`config.mk`:
```
export PLATFORM = sky130hd
export DESIGN_NAME = hbr_irq_csr
export DESIGN_NICKNAME = d
export VERILOG_FILES = /design/src/rtl/hbr_pkg.sv /design/src/rtl/hbr_sync.sv /design/src/rtl/hbr_sticky.sv /design/src/rtl/hbr_route.sv /design/src/rtl/hbr_irq_csr.sv
export SDC_FILE = /design/constraint.sdc
export NUM_CORES = 1
export LEC_CHECK = 0
export BUFFER_PORTS_ARGS = -buffer_cell sky130_fd_sc_hd__buf_2
export CAP_MARGIN = 20
export CORE_ASPECT_RATIO = 1.4
export CORE_MARGIN = 3
export CORE_UTILIZATION = 43
export CTS_CLUSTER_SIZE = 24
export DETAILED_ROUTE_END_ITERATION = 7
export GPL_TIMING_DRIVEN = 0
export PLACE_DENSITY = 0.78
export SKIP_LAST_GASP = 1
export SLEW_MARGIN = 10
export SYNTH_ARGS = -nofsm -noshare
export SYNTH_HDL_FRONTEND = slang
export SYNTH_SLANG_ARGS = --single-unit
```
`constraint.sdc`:
```
create_clock -name clk -period 1.3 [get_ports clk]
set_clock_uncertainty 0.05 [all_clocks]
set_input_delay 0.26 -clock clk [delete_from_list [all_inputs] [get_ports clk]]
set_output_delay 0.26 -clock clk [all_outputs]
set_load 0.01 [all_outputs]
```
`src/rtl/hbr_pkg.sv`:
```
package hbr_pkg;
  localparam int unsigned WORD_W = 32;
  localparam int unsigned NINTX  = 4;
  localparam int unsigned NEV    = 6;
  localparam int unsigned NFLAG  = NEV + 2;

  // control word bit positions
  localparam int unsigned C_BUSRST = 31;
  localparam int unsigned C_SYSIE  = 27;
  localparam int unsigned C_PAREN  = 26;
  localparam int unsigned C_ERRIE  = 25;
  localparam int unsigned C_ERRRSP = 24;
  localparam int unsigned C_BUSLO  = 16;
  localparam logic [WORD_W-1:0] CTRL_MASK = 32'h8FFF_000F;

  // status word bit positions
  localparam int unsigned S_EVLO    = 12;
  localparam int unsigned S_LVLLO   = 8;
  localparam int unsigned S_CFGERR  = 19;
  localparam int unsigned S_CFGDONE = 20;

  // flag indices inside the sticky vector
  localparam int unsigned F_PAR  = 0;
  localparam int unsigned F_TGT  = 1;
  localparam int unsigned F_MST  = 2;
  localparam int unsigned F_DERR = 3;
  localparam int unsigned F_DONE = 4;
  localparam int unsigned F_SYS  = 5;
  localparam int unsigned F_CERR = 6;
  localparam int unsigned F_CDON = 7;

  typedef enum logic [1:0] {
    MODE_ONE_LINE   = 2'd0,
    MODE_ONE_PLUS_D = 2'd1,
    MODE_PER_PIN    = 2'd2,
    MODE_PIN_PLUS_D = 2'd3
  } irq_mode_e;
endpackage

```
`src/rtl/hbr_sync.sv`:
```
module hbr_sync #(
  parameter int unsigned W = 4,
  parameter logic [W-1:0] RST_VAL = '1
) (
  input  logic         clk,
  input  logic         rst,
  input  logic [W-1:0] d_i,
  output logic [W-1:0] q_o
);
  logic [W-1:0] meta_q;

  always_ff @(posedge clk) begin
    if (rst) begin
      meta_q <= RST_VAL;
      q_o    <= RST_VAL;
    end else begin
      meta_q <= d_i;
      q_o    <= meta_q;
    end
  end
endmodule

```
`src/rtl/hbr_sticky.sv`:
```
module hbr_sticky #(
  parameter int unsigned N = 8
) (
  input  logic         clk,
  input  logic         rst,
  input  logic [N-1:0] set_i,
  input  logic [N-1:0] clr_i,
  output logic [N-1:0] flag_o
);
  for (genvar g = 0; g < N; g++) begin : g_bit
    always_ff @(posedge clk) begin
      if (rst)            flag_o[g] <= 1'b0;
      else if (set_i[g])  flag_o[g] <= 1'b1;
      else if (clr_i[g])  flag_o[g] <= 1'b0;
    end

    // a set pulse always lands, even against a clearing write
    p_set_r3: assert property (@(posedge clk) disable iff (rst)
      set_i[g] |=> flag_o[g]);
    // a one written clears the flag
    p_clr_r3: assert property (@(posedge clk) disable iff (rst)
      (clr_i[g] && !set_i[g]) |=> !flag_o[g]);
    // without set or clear the flag keeps its value
    p_hold_r3: assert property (@(posedge clk) disable iff (rst)
      (!clr_i[g] && !set_i[g]) |=> flag_o[g] == $past(flag_o[g]));
  end
endmodule

```
`src/rtl/hbr_route.sv`:
```
module hbr_route
  import hbr_pkg::*;
#(
  parameter int unsigned NPIN = NINTX
) (
  input  logic            clk,
  input  logic            rst,
  input  logic [1:0]      mode_i,
  input  logic [NPIN-1:0] pend_i,
  input  logic            err_i,
  input  logic            dma_i,
  output logic            irq_comb_o,
  output logic [NPIN-1:0] irq_intx_o,
  output logic            irq_dma_o
);
  logic            comb_d;
  logic [NPIN-1:0] intx_d;
  logic            dma_d;

  always_comb begin
    comb_d = 1'b0;
    intx_d = '0;
    dma_d  = 1'b0;
    unique case (irq_mode_e'(mode_i))
      MODE_ONE_LINE:   comb_d = err_i | (|pend_i) | dma_i;
      MODE_ONE_PLUS_D: begin
        comb_d = err_i | (|pend_i);
        dma_d  = dma_i;
      end
      MODE_PER_PIN: begin
        intx_d    = pend_i;
        intx_d[0] = pend_i[0] | err_i | dma_i;
      end
      MODE_PIN_PLUS_D: begin
        intx_d    = pend_i;
        intx_d[0] = pend_i[0] | err_i;
        dma_d     = dma_i;
      end
      default: ;
    endcase
  end

  always_ff @(posedge clk) begin
    if (rst) begin
      irq_comb_o <= 1'b0;
      irq_intx_o <= '0;
      irq_dma_o  <= 1'b0;
    end else begin
      irq_comb_o <= comb_d;
      irq_intx_o <= intx_d;
      irq_dma_o  <= dma_d;
    end
  end

  // split modes never use the shared line
  p_comb_split_r11: assert property (@(posedge clk) disable iff (rst)
    mode_i[1] |=> !irq_comb_o);
  // even modes keep the DMA line idle
  p_dma_even_r9: assert property (@(posedge clk) disable iff (rst)
    !mode_i[0] |=> !irq_dma_o);
  // shared modes keep the per-pin lines idle
  p_intx_shared_r10: assert property (@(posedge clk) disable iff (rst)
    !mode_i[1] |=> irq_intx_o == '0);
  // error rides on the first pin line in split modes
  p_err_inta_r12: assert property (@(posedge clk) disable iff (rst)
    (mode_i[1] && err_i) |=> irq_intx_o[0]);
endmodule

```
`src/rtl/hbr_irq_csr.sv`:
```
module hbr_irq_csr
  import hbr_pkg::*;
#(
  parameter int unsigned ADDR_W     = 8,
  parameter logic [7:0]  CTRL_OFS   = 8'h00,
  parameter logic [7:0]  STAT_OFS   = 8'h04,
  parameter logic        CAP_HOST   = 1'b0,
  parameter logic        CAP_MASTER = 1'b1,
  parameter logic        CAP_TARGET = 1'b1,
  parameter logic        CAP_DMA    = 1'b1,
  parameter logic        CAP_TRACE  = 1'b0,
  parameter logic [2:0]  FIFO_DEPTH = 3'd4,
  parameter logic [1:0]  FIFO_COUNT = 2'd2
) (
  input  logic              clk,
  input  logic              rst,
  input  logic              bus_sel,
  input  logic              bus_wr,
  input  logic [ADDR_W-1:0] bus_addr,
  input  logic [31:0]       bus_wdata,
  output logic [31:0]       bus_rdata,
  input  logic [1:0]        irq_mode_i,
  input  logic [3:0]        intx_n_i,
  input  logic [5:0]        ev_pulse_i,
  input  logic              cfg_done_i,
  input  logic              cfg_err_i,
  output logic              irq_comb_o,
  output logic [3:0]        irq_intx_o,
  output logic              irq_dma_o,
  output logic              bus_reset_o,
  output logic [7:0]        bus_num_o,
  output logic              err_resp_en_o,
  output logic              par_en_o
);
  localparam logic [ADDR_W-1:0] A_CTRL = ADDR_W'(CTRL_OFS);
  localparam logic [ADDR_W-1:0] A_STAT = ADDR_W'(STAT_OFS);

  logic [WORD_W-1:0] ctrl_q;
  logic [NINTX-1:0]  lvl;
  logic [NFLAG-1:0]  flag, flag_set, flag_clr;
  logic [WORD_W-1:0] stat_w;
  logic              wr_ctrl, wr_stat, rd_en;
  logic [NINTX-1:0]  pend;
  logic              err_cond, dma_cond;

  assign wr_ctrl = bus_sel &  bus_wr & (bus_addr == A_CTRL);
  assign wr_stat = bus_sel &  bus_wr & (bus_addr == A_STAT);
  assign rd_en   = bus_sel & ~bus_wr;

  always_ff @(posedge clk) begin
    if (rst)          ctrl_q <= '0;
    else if (wr_ctrl) ctrl_q <= bus_wdata & CTRL_MASK;
  end

  hbr_sync #(.W(NINTX), .RST_VAL('1)) u_sync (
    .clk(clk), .rst(rst), .d_i(intx_n_i), .q_o(lvl)
  );

  assign flag_set = {cfg_done_i, cfg_err_i, ev_pulse_i};
  assign flag_clr = wr_stat ? {bus_wdata[S_CFGDONE], bus_wdata[S_CFGERR],
                               bus_wdata[S_EVLO +: NEV]} : '0;

  hbr_sticky #(.N(NFLAG)) u_sticky (
    .clk(clk), .rst(rst), .set_i(flag_set), .clr_i(flag_clr), .flag_o(flag)
  );

  always_comb begin
    stat_w                  = '0;
    stat_w[31]              = CAP_HOST;
    stat_w[30]              = CAP_MASTER;
    stat_w[29]              = CAP_TARGET;
    stat_w[28]              = CAP_DMA;
    stat_w[25:24]           = irq_mode_i;
    stat_w[23]              = CAP_TRACE;
    stat_w[S_CFGDONE]       = flag[F_CDON];
    stat_w[S_CFGERR]        = flag[F_CERR];
    stat_w[S_EVLO +: NEV]   = flag[NEV-1:0];
    stat_w[S_LVLLO +: NINTX] = lvl;
    stat_w[4:2]             = FIFO_DEPTH;
    stat_w[1:0]             = FIFO_COUNT;
  end

  always_ff @(posedge clk) begin
    if (rst) bus_rdata <= '0;
    else if (rd_en) begin
      if (bus_addr == A_CTRL)      bus_rdata <= ctrl_q;
      else if (bus_addr == A_STAT) bus_rdata <= stat_w;
      else                         bus_rdata <= '0;
    end
  end

  assign pend     = ~lvl & ctrl_q[NINTX-1:0];
  assign err_cond = (flag[F_SYS] & ctrl_q[C_SYSIE]) |
                    ((flag[F_MST] | flag[F_TGT] | flag[F_PAR]) & ctrl_q[C_ERRIE]);
  assign dma_cond = flag[F_DONE] | flag[F_DERR];

  hbr_route #(.NPIN(NINTX)) u_route (
    .clk(clk), .rst(rst), .mode_i(irq_mode_i), .pend_i(pend),
    .err_i(err_cond), .dma_i(dma_cond),
    .irq_comb_o(irq_comb_o), .irq_intx_o(irq_intx_o), .irq_dma_o(irq_dma_o)
  );

  assign bus_reset_o   = ctrl_q[C_BUSRST];
  assign bus_num_o     = ctrl_q[C_BUSLO +: 8];
  assign err_resp_en_o = ctrl_q[C_ERRRSP];
  assign par_en_o      = ctrl_q[C_PAREN];

  // bus reset follows the written bit from the next cycle
  p_busrst_r2: assert property (@(posedge clk) disable iff (rst)
    wr_ctrl |=> bus_reset_o == $past(bus_wdata[31]));
  // without a control write bus reset keeps its level
  p_busrst_hold_r2: assert property (@(posedge clk) disable iff (rst)
    !wr_ctrl |=> $stable(bus_reset_o));
  // unimplemented control bits read back as zero
  p_ctrl_rsvd_r1: assert property (@(posedge clk) disable iff (rst)
    (rd_en && bus_addr == A_CTRL) |=> bus_rdata[15:4] == '0);
  // the mode field of a status read matches the strap
  p_mode_rd_r6: assert property (@(posedge clk) disable iff (rst)
    (rd_en && bus_addr == A_STAT) |=> bus_rdata[25:24] == $past(irq_mode_i));
endmodule

```
==> run_results.csv <==
group,metric,value,unit
sta,finalSetupTns,0,ps
synthesis,synth_edf_count,0,
place,dp.cells,448,
setup_path,cp_max_fo,8,
final_layout,multi_input_area,1090,µm²
synthesis,synth.yosys.seq_area_share,48.9,%
synthesis,synth_most_common_cell,"dfxtp_1",
final_layout,drive_gt1_share,41.6,%
synthesis,async_reset_ff_share,0,%
flow_run,max_cap_viol_count,0,
power,p_per_area,1240,nW/µm²
die,die_x,72.5,µm
sta,drv_slew,0,
setup_path,endpoint_kind,"register",
sta,setup_viol,0,
routing,dr.pass1.iters,4,
routing,vias,2504,
final_layout,syn_to_final_growth,33.4,%
routing,viasPerCell,5.36,
grt,first_global_vias,2332,
cts,cts_hold_buf,0,
synthesis,syn_area_per_cell,9.38,µm²
cts,htree_levels,3,
final_layout,fin_nets,450,
place,dpl.hpwl,5.30,mm
final_layout,regArea,1310,µm²
final_layout,n_antenna_cell,0,
synthesis,ys_top_cells_by_area,"dfxtp_1 49%, a311oi_1 8.2%, buf_4 5.1%",
synthesis,synth_ff_type,"dfxtp_1",
run_status,status,"complete, no violations",
grt,grt-ovfl-total,0,
grt,grt_first_pass_wirelength,11.3,mm
setup_path,cp.arrival,1520,ps
cts,clock-sinks,65,
cts,clockBufferDepth,2,
synthesis,syn_inst,284,
routing,finalWirelength,7.21,mm
synthesis,ys_top_cells_by_count,"65 x dfxtp_1, 25 x a311oi_1, 24 x inv_1, 18 x buf_4, 17 x nand4_1",
sta,slew_headroom,48.3,%
sta,rsz0062_at_grt,"true",
routing,drc,0,
min_path,hold_class,"in -> reg",
grt,grt_start_max_net_pins,13,
cts,clockRootBuffer,"clkbuf_8",
sta,worstMarginPinSlew,774,ps
synthesis,ys_ff_latch,65,
synthesis,synth_warnings,0,
sta,fin_crit_sh,98.7,%
power,vdd_drop_max,0.000769,V
routing,drt_iter0_drc,179,
die,die_height,99.1,µm
grt,antenna_found_initial,0,
synthesis,yosysTopAreaCell,"dfxtp_1",
setup_path,r2r_setup_slack,160,ps
power,p_leak,1.55,nW
setup_path,critical_path_class,"in -> reg",
place,io_buffers,92,
final_layout,stdcell_count,467,
setup_path,startpoint_type,"input pin",
synthesis,synth_cell_types,33,
setup_path,worstPathRequired,1540,ps
place,preCtsSetupSlack,-392,ps
final_layout,fillers,522,
sta,fin_crit,1280,ps
cts,clk_latency,350,ps
sta,final-hold-violation-count,0,
die,io_pins,107,
cts,cts_tree,"built",
routing,drtAntennaViolNets,0,
routing,wl_per_cell,15.4,µm
place,routabilityCongestion,0.803,
sta,max_freq,0.779,GHz
sta,layout_setup_ws,16.8,ps
die,num_rows,33,
cts,path_clk_slew,70,ps
synthesis,synth_top_area_share,48.9,%
synthesis,synth_area,2660,µm²
die,die-area,7190,µm²
die,start_util,44.8,%
die,core-area,5950,µm²
cts,numCtsBuffers,9,
grt,grt.total_usage,20.6,%
per-layer routing:
metal	share of wire (%)	global-route usage [%]	wire length, µm	up-vias
met5	0	0	0	-
li1	-	-	-	1234
met1	39	23.4	2790	1158
met3	8.1	5.76	587	11
met4	1.4	8.81	102	0
met2	52	35.4	3730	101
worst max-delay path, stage by stage:
cell and delay (ps):
buf_2 130, nor3_1 330, and4_1 250, clkbuf_1 340, a22o_1 200
placed cells by master, fill, tap and decap left out, types with 10 or more instances in the layout:
cell type,instances
clkbuf_8,10
buf_2,94
nand2_1,14
a21oi_1,12
dfxtp_1,61
buf_4,20
a311oi_1,25
nor2_1,12
a31o_1,10
nand4_1,17
inv_1,24
repair_timing:
| item | in CTS | in global routing |
|---|---|---|
| cloned | 0 | 0 |
| endpoints found under the setup margin | 17 | 26 |
| buffers inserted | 1 | 2 |
| pin swaps | 0 | 1 |
| resized for setup | 2 | 13 |
kinds of logic (layout without fill, tap and decap cells):
family	after synthesis	after routing	synth area share, %
AND/OR/NAND/NOR	83	83	17.3
flip-flops	65	65	48.9
AO/OA/AOI/OAI	73	73	22.1
buffers and inverters	62	173	11.5
other	1	3	0.141
stage by stage:
stage	instance area (µm²)	util [%]	hold WS [ps]	power (W)
final	3550	59.7	41.1	0.00441
after global routing	3550	59.7	30.2	0.00456
after CTS	3520	59.2	28.5	0.00442
after detailed placement	3260	54.9	349	0.00237
after global placement	3260	54.9	341	0.00237
after floorplan	2720	-	288	0.00223
sequential cells by signal, summed over array words and instances (netlist names):
| register | count |
|---|---|
| u_sync.q_o | 4 |
| ctrl_q | 17 |
| u_route.irq_intx_o | 4 |
| bus_rdata | 26 |
| u_route.irq_dma_o | 1 |
| u_sync.meta_q | 4 |
| u_route.irq_comb_o | 1 |
| u_sticky.flag_o | 8 |
final timing paths:
| kind | start | to | cells past startpoint |
|---|---|---|---|
| worst max-delay path | bus_addr[1] | bus_rdata[8] | 5 |
| worst min-delay path | intx_n_i[2] | u_sync.meta_q[2] | 2 |
| worst max register to register | ctrl_q[1] | u_route.irq_comb_o | 3 |
| worst min register to register | u_sync.meta_q[3] | u_sync.q_o[3] | 1 |
final cells by class:
type | instances | area share, %
Clock inverter | 7 | 3.35
Timing Repair Buffer | 95 | 13.6
Tap cell | 70 | 2.47
Sequential cell | 65 | 36.8
Inverter | 24 | 2.54
Buffer | 38 | 7.08
Clock buffer | 9 | 3.49
Multi-Input combinational cell | 159 | 30.7
report_power, final:
part	internal [W]	total [W]	switching, W
Clock	0.00127	0.00207	0.000800
Combinational	0.000121	0.000294	0.000173
Sequential	0.00202	0.00204	0.0000177
(Power assumes the default switching activity.)
